==> config.mk <==
export PLATFORM = sky130hd
export DESIGN_NAME = evstat_bank
export DESIGN_NICKNAME = d
export VERILOG_FILES = /design/src/rtl/evstat_bank.sv
export SDC_FILE = /design/constraint.sdc
export NUM_CORES = 1
export LEC_CHECK = 0
export ABC_CLOCK_PERIOD_IN_PS = 7000
export CORE_MARGIN = 5
export CORE_UTILIZATION = 40
export CTS_CLUSTER_SIZE = 25
export DETAILED_ROUTE_END_ITERATION = 10
export PLACE_DENSITY_LB_ADDON = 0.25
export SLEW_MARGIN = 40
export SYNTH_ARGS = -nofsm -noshare
export SYNTH_HDL_FRONTEND = slang
export SYNTH_SLANG_ARGS = --single-unit
==> constraint.sdc <==
create_clock -name clk -period 7 [get_ports clk]
set_input_delay 1.05 -clock clk [delete_from_list [all_inputs] [get_ports clk]]
set_output_delay 1.05 -clock clk [all_outputs]
set_load 0.005 [all_outputs]
==> src/rtl/evstat_bank.sv <==
module evstat_bank #(
  parameter int NUM_CNT   = 4,
  parameter int CNT_BYTES = 2,
  parameter int NUM_STAT  = 8,
  parameter int DIV       = 8000,
  parameter int ADDR_W    = 8,
  parameter int CNT_BASE  = 16
) (
  input  logic              clk,
  input  logic              rst_n,
  input  logic [NUM_CNT-1:0]  ev_i,
  input  logic [NUM_STAT-1:0] stat_i,
  input  logic              ref8k_i,
  input  logic              sec_pin_i,
  output logic              sec_pin_o,
  output logic              sec_pin_oe,
  input  logic              cs_i,
  input  logic              rd_i,
  input  logic              wr_i,
  input  logic [ADDR_W-1:0] addr_i,
  input  logic [7:0]        wdata_i,
  output logic [7:0]        rdata_o
);
  localparam int CNT_W = 8 * CNT_BYTES;
  localparam int HALF  = DIV / 2;
  localparam int DIV_W = $clog2(DIV);
  localparam logic [ADDR_W-1:0] BASE_A = ADDR_W'(CNT_BASE);
  localparam logic [ADDR_W-1:0] SPAN_A = ADDR_W'(NUM_CNT * CNT_BYTES);
  localparam logic [ADDR_W-1:0] CB_A   = ADDR_W'(CNT_BYTES);

  logic [7:0] mode_q;
  logic [2:0] pin_s, ref_s;
  logic [DIV_W-1:0] div_q;
  logic rd_q;
  logic [NUM_STAT-1:0] stat_snap;
  logic [CNT_W-1:0] cnt_q [NUM_CNT];
  logic [CNT_W-1:0] lat_q [NUM_CNT];
  logic [CNT_W-1:0] shd_q [NUM_CNT];
  logic [CNT_W-1:0] src   [NUM_CNT];
  logic [NUM_CNT-1:0] rd_lsb;

  wire cnt_lat = mode_q[4];
  wire st_lat  = mode_q[5];
  wire pin_out = mode_q[0];

  wire ref_edge = ref_s[1] & ~ref_s[2];
  wire tick_div = ref_edge && (div_q == DIV_W'(HALF - 1));
  wire tick_pin = pin_s[1] & ~pin_s[2];
  wire tick     = pin_out ? tick_div : tick_pin;

  wire rd_fire = cs_i & rd_i & ~rd_q;
  wire wr_fire = cs_i & wr_i;

  wire [ADDR_W-1:0] off = addr_i - BASE_A;
  wire in_cnt = (addr_i >= BASE_A) && (off < SPAN_A);
  wire [ADDR_W-1:0] ci = off / CB_A;
  wire [ADDR_W-1:0] bi = off % CB_A;

  assign sec_pin_oe = pin_out;
  assign sec_pin_o  = (div_q >= DIV_W'(HALF));

  always_ff @(posedge clk) begin
    if (!rst_n) begin
      pin_s <= '0;
      ref_s <= '0;
      div_q <= '0;
      rd_q  <= 1'b0;
      mode_q <= '0;
      stat_snap <= '0;
    end else begin
      pin_s <= {pin_s[1:0], sec_pin_i};
      ref_s <= {ref_s[1:0], ref8k_i};
      rd_q  <= cs_i & rd_i;
      if (ref_edge)
        div_q <= (div_q == DIV_W'(DIV - 1)) ? '0 : div_q + 1'b1;
      if (wr_fire && addr_i == '0)
        mode_q <= wdata_i & 8'h31;
      if (tick)
        stat_snap <= stat_i;
    end
  end

  for (genvar i = 0; i < NUM_CNT; i++) begin : g_cnt
    logic clr;
    logic [CNT_W-1:0] base;
    assign rd_lsb[i] = rd_fire && in_cnt && (ci == ADDR_W'(i)) && (bi == '0);
    assign src[i]    = (cnt_lat && !tick) ? lat_q[i] : cnt_q[i];
    assign clr       = cnt_lat ? tick : rd_lsb[i];
    assign base      = clr ? '0 : cnt_q[i];

    always_ff @(posedge clk) begin
      if (!rst_n) begin
        cnt_q[i] <= '0;
        lat_q[i] <= '0;
        shd_q[i] <= '0;
      end else begin
        cnt_q[i] <= (&base) ? base : base + CNT_W'(ev_i[i]);
        if (cnt_lat && tick)
          lat_q[i] <= cnt_q[i];
        else if (cnt_lat && rd_lsb[i])
          lat_q[i] <= '0;
        if (rd_lsb[i])
          shd_q[i] <= src[i];
      end
    end
  end

  logic [7:0] rd_mux;
  always_comb begin
    rd_mux = '0;
    if (addr_i == '0)
      rd_mux = mode_q;
    else if (addr_i == ADDR_W'(1))
      rd_mux = 8'((st_lat && !tick) ? stat_snap : stat_i);
    else if (in_cnt)
      for (int i = 0; i < NUM_CNT; i++)
        if (ci == ADDR_W'(i))
          for (int b = 0; b < CNT_BYTES; b++)
            if (bi == ADDR_W'(b))
              rd_mux = (b == 0) ? src[i][7:0] : shd_q[i][b*8 +: 8];
  end

  always_ff @(posedge clk) begin
    if (!rst_n)
      rdata_o <= '0;
    else if (rd_fire)
      rdata_o <= rd_mux;
  end
endmodule


# --- Yosys cells after proc, flatten, opt, wreduce, memory -nomap -nowiden ---
# Memories as Yosys holds them, arrays and structs flattened.
# Cells that the tools add are included.
word_totals:
  ram_bits: 192
  reg_bits: 39
  out_inout_bits: 10
  input_bits: 35
  n_memories: 3
classes:
  bitwise_logic: 24
  reduce_logical: 27
  mux: 83
  add_sub_neg: 6
  eq_ne: 6
  n_lt_le_gt_ge: 3
mem_list:
  columns: ["memory", "words", "word_bits", "read_ports", "rd_ports_with_merged_regs", "write_ports", "line_no", "source"]
  rows:
  - ["cnt_q", 4, 16, 4, 0, 4, "36", "logic [CNT_W-1:0] cnt_q [NUM_CNT];"]
  - ["lat_q", 4, 16, 4, 0, 4, "37", "logic [CNT_W-1:0] lat_q [NUM_CNT];"]
  - ["shd_q", 4, 16, 4, 0, 4, "38", "logic [CNT_W-1:0] shd_q [NUM_CNT];"]
op_table:
  columns: ["operator", "count"]
  rows:
  - ["$mux W16", 28]
  - ["$mux W8", 16]
  - ["$add A16 B1 Y16", 4]
  - ["$reduce_and A16 Y1", 4]
  - ["$mux W1", 38]
  - ["$logic_not A8 Y1", 3]
  - ["$logic_and A1 B1 Y1", 19]
  - ["$or A1 B1 Y1", 16]
  - ["$eq A7 B2 Y1 const B", 2]
  - ["$add A13 B1 Y13 const B", 1]
  - ["$eq A13 B12 Y1 const B", 1]
  - ["$eq A13 B13 Y1 const B", 1]
  - ["$ge A13 B12 Y1 const B", 1]
  - ["$mux W13", 1]
  - ["$eq A8 B1 Y1 const B", 1]
  - ["$ge A8 B5 Y1 const B", 1]
  - ["$lt A8 B4 Y1 const B", 1]
  - ["$sub A8 B5 Y8 const B", 1]
  - ["$eq A7 B1 Y1 const B", 1]
  - ["$and A1 B1 Y1", 5]
  - ["$not A1 Y1", 3]
  - ["$logic_not A1 Y1", 1]

# --- Depth between registers and ports, before layout ---
logic_depth:
  word_depth: 22
  ltp_mapped: 14

# --- Worst setup path before layout ---
# Ideal clock, no wire load.
synth_path:
  path_type: "in2reg"
  start: "input port addr_i[4]"
  end: "memory cnt_q[2][12] (netlist name)"
  arrival_time_ps: 3589
  n_path_buf: 1
  stages: 14
  path_slack_ps: 3340
  cell_sequence: "inv_1 -> ha_1 -> and4bb_2 -> and4_1 -> nand4_2 -> o21a_1 -> and2_1 -> ha_1 -> clkbuf_1 -> nand2_1 -> nor3_1 -> nand3b_1 -> or3b_2 -> a21oi_1"
synth_rtl:
  columns: ["item", "line_no", "source"]
  rows:
  - ["from (decl)", "20", "input logic [ADDR_W-1:0] addr_i,"]
  - ["to (decl)", "36", null]

==> impl_results.md <==
* Drt pass-1 iters at 5
* Insertion delay to the later sink of the worst-skew pair at 0.43 ns
* Sequential share of the synthesized area at 49.88%
* DRT iter0 DRCs at 641
* Area growth, synth to finish at 12.23%
* Critical Path RT at 7.30 ns
* Worst Setup Path Type: input pin to flop
* Critical Path Source: addr_i[4]
* Die width at 167.4 µm
* CTS Buf Count at 17
* Die footprint at 28,030 µm²
* Fin. max-slew vios at 0
* Post-CTS Resized at 0
* Register area at 4945 µm²
* YS warnings at 0
* Syn Nets at 1,114
* Final worst slack at 2.846 ns
* Final WL at 25,690 µm
* Critical path endpoint: cnt_q[3][14]
* Vias after detailed routing at 7,957
* Max Freq at 0.2407 GHz
* IO buf count at 39
* HP Start: ref_s[0]
* Clk root buf: clkbuf_16
* H-tree Lvls at 4
* Yosys cell types at 65
* Max Buffers Root-to-Sink at 2
* R2r setup slk at 3.44 ns
* Fraction of power consumed by sequential logic at 53.7%
* CP max stage cell: clkdlybuf4s50_1
* DR WL/cell at 18.17 µm
* Status: completed
* Sw Share at 23.58%
* Slew headroom at 48.08%
* Crit. End Element: flop
* Power density over cell area at 211.6 nW/µm²
* Worst path cell trace: clkdlybuf4s50_1 > inv_1 > ha_1 > xnor2_1 > and3_1 > nand4_1 > o21a_1 > and2_1 > ha_1 > nand2_1 > nor2_1 > o2111ai_2 > or3_1 > a21oi_1
* Final HPWL DP at 17,050 µm
* Setup Viol. Count Final at 0
* Largest net degree at the start of global routing at 56
* Total Nets Final at 1,120
* Multi-input gate area at 4633 µm²
* Pre-CTS setup slack at 2.431 ns
* Critical path's most frequent cell: ha_1
* RSZ-0062 raised after global routing: no
* CP max FO at 11
* Worst vdd ir at 0.1668 mV
* Worst reg2reg path startpoint: div_q[0]
* Diodes inserted at 0
* Ratio of cells with drive above 1 in the final layout at 6.697%
* Internal power at 1799 µW
* Setup TNS Final at 0 ns
* Grt ovf at 0
* Synthesized instance count at 1,071
* Worst Tran Pin Value at 0.7772 ns
* Largest cells by area after synthesis: edfxtp_1 (29%), dfxtp_1 (21%), nand2_1 (5.1%), and2_1 (4.6%), a21oi_1 (3.7%)
* Clock sink total at 199
* GPL Wtd Cong at 0.8386
* GRT Overall Usage at 18.29%
* Tcrit/Tclk final at 59.35%
* CTS Hold Bufs at 0
* Post-synth top area cell: edfxtp_1
* Mean post-synth cell area at 9.256 µm²
* Tmin final at 4.155 ns
* First-pass GRT wire length at 41,570 µm
* Synth Flop Type: dfxtp_1
* Mapped Area at 9913 µm²
* Slowest Stage Delay on Critical Path at 0.54 ns
* Post-synthesis sequential element count at 199
* DRC Markers at 0
* Effective utilization at floorplan at 40.64%
* Max Cap Viol at 0
* Worst min-delay path class: flop to flop
* Fill cells at 2,363
* Clock transition at path regs at 0.07 ns
* Detail Route Antenna Nets at 0
* Die Y at 167.4 µm
* IO Count at 45
* Ys async rst share at 0%
* Share of the synthesized area in the top cell type at 29.08%
* Sw Pwr at 555.2 µW
* Via-to-Cell Ratio at 5.627
* P_leak at 0.003552 µW
* Vias in the first global route at 7,535
* Critical R2R Capture: cnt_q[3][14]
* Core area at 24,390 µm²
* CTS tree: done
* Initial antenna violation count at 0
* Num rows at 57
* Post-synth EDFFs at 96
* Worst r2r path cells at 14
* Clock share of power at 41.7%
* CP Launch Type: input pin
* Final Skew at 0.009859 ns
* Comb pwr share at 4.6%
* Crit path DAT at 4.46 ns
* Final Hold Fails at 0
* Post-CTS setup buffers at 0
[cell usage in the layout, fill, tap and decap left out, types with 25 or more instances in the layout]
cell,count
nand3_1,68
nor3_1,30
dfxtp_1,103
edfxtp_1,96
o21ai_0,41
nand2_1,136
nor2_1,85
a21oi_1,73
clkdlybuf4s50_1,39
and2_1,73
xnor2_1,25
[per-stage QoR]
stage	area [µm²]	hold slack [ns]	power (µW)	utilization [%]	cells
after floorplan	9913	0.4119	1347	-	1071
after global placement	10520	0.4173	1396	43.13	1382
after detailed placement	10540	0.4206	1398	43.22	1382
after CTS	11120	0.4396	2374	45.57	1414
after global routing	11130	0.4487	2430	45.61	1414
final	11130	0.4357	2354	45.61	1414
[power groups by stage]
stage / clock network (µW) / logic (µW) / registers [µW]
floorplan: 0 / 65.9 / 1280
global placement: 0 / 105 / 1290
detailed placement: 0 / 107 / 1290
CTS: 1000 / 108 / 1260
global route: 1040 / 119 / 1270
finish: 982 / 108 / 1260
[Yosys cell counts (3+ instances only)]
master,count
or3_1,10
nand4b_1,9
mux2_2,6
o31ai_1,19
o21bai_1,3
nand4_1,20
o211ai_1,7
xnor2_1,25
and2_1,73
nor3_1,31
a211oi_1,3
nor4_1,13
a311oi_1,13
nand2_1,136
inv_1,24
nor2b_1,3
clkbuf_1,39
nand2b_1,11
a2bb2oi_1,4
nand3b_1,5
mux2i_1,7
o21ai_0,43
dfxtp_1,103
buf_2,18
or4_1,6
xor2_1,15
o221ai_1,4
a21oi_1,73
o21a_1,8
and4_1,6
nor2_1,86
and3_1,17
edfxtp_1,96
a31oi_1,11
ha_1,8
a221oi_1,5
nand3_1,68
[logic make-up after synthesis]
group / Yosys count / synth area share [%]
AND/OR/NAND/NOR: 512 / 26.56
AO/OA/AOI/OAI: 209 / 13.62
flip-flops: 199 / 49.88
buffers and inverters: 88 / 3.786
XOR/XNOR: 40 / 3.534
multiplexers: 15 / 1.616
adder cells (fa/ha/maj): 8 / 1.010
[area by class of cell]
type	count	area share, %
clock inverter	13	1.181
tap	324	3.644
clock buffer	19	3.981
multi-input combinational	784	41.64
inverter	25	0.8547
sequential	199	44.44
timing repair buffer	50	4.251
[metal layers]
metal | up-vias | GRT usage, % | wire [µm]
met5 | - | 0 | 0
met4 | 0 | 5.328 | 409
li1 | 3888 | - | -
met3 | 29 | 4.078 | 1784
met2 | 244 | 27.87 | 11310
met1 | 3796 | 26.22 | 12190
[worst min-delay path by stage]
stage,depth (start not counted),end,slack [ns]
6_report,1,ref_s[1],0.44
5_1_grt,1,ref_s[1],0.45
4_1_cts,1,ref_s[1],0.44
3_5_place_dp,1,ref_s[1],0.42
3_3_place_gp,1,ref_s[1],0.42
2_1_floorplan,1,pin_s[1],0.41
[flip-flops by register name, indices dropped and copies added, names as in the netlist, 8 cells and up]
| register | flops |
|---|---|
| rdata_o | 8 |
| stat_snap | 8 |
| lat_q | 64 |
| shd_q | 32 |
| cnt_q | 64 |
| div_q | 13 |
[critical path: cells and delay by family]
kind                     cells  cell delay, ns
buffers and inverters        2            0.60
AO/OA/AOI/OAI                3            0.65
adder cells (fa/ha/maj)      2            0.48
AND/OR/NAND/NOR              6            1.16
XOR/XNOR                     1            0.50
Power figures use the tool's default switching activity.
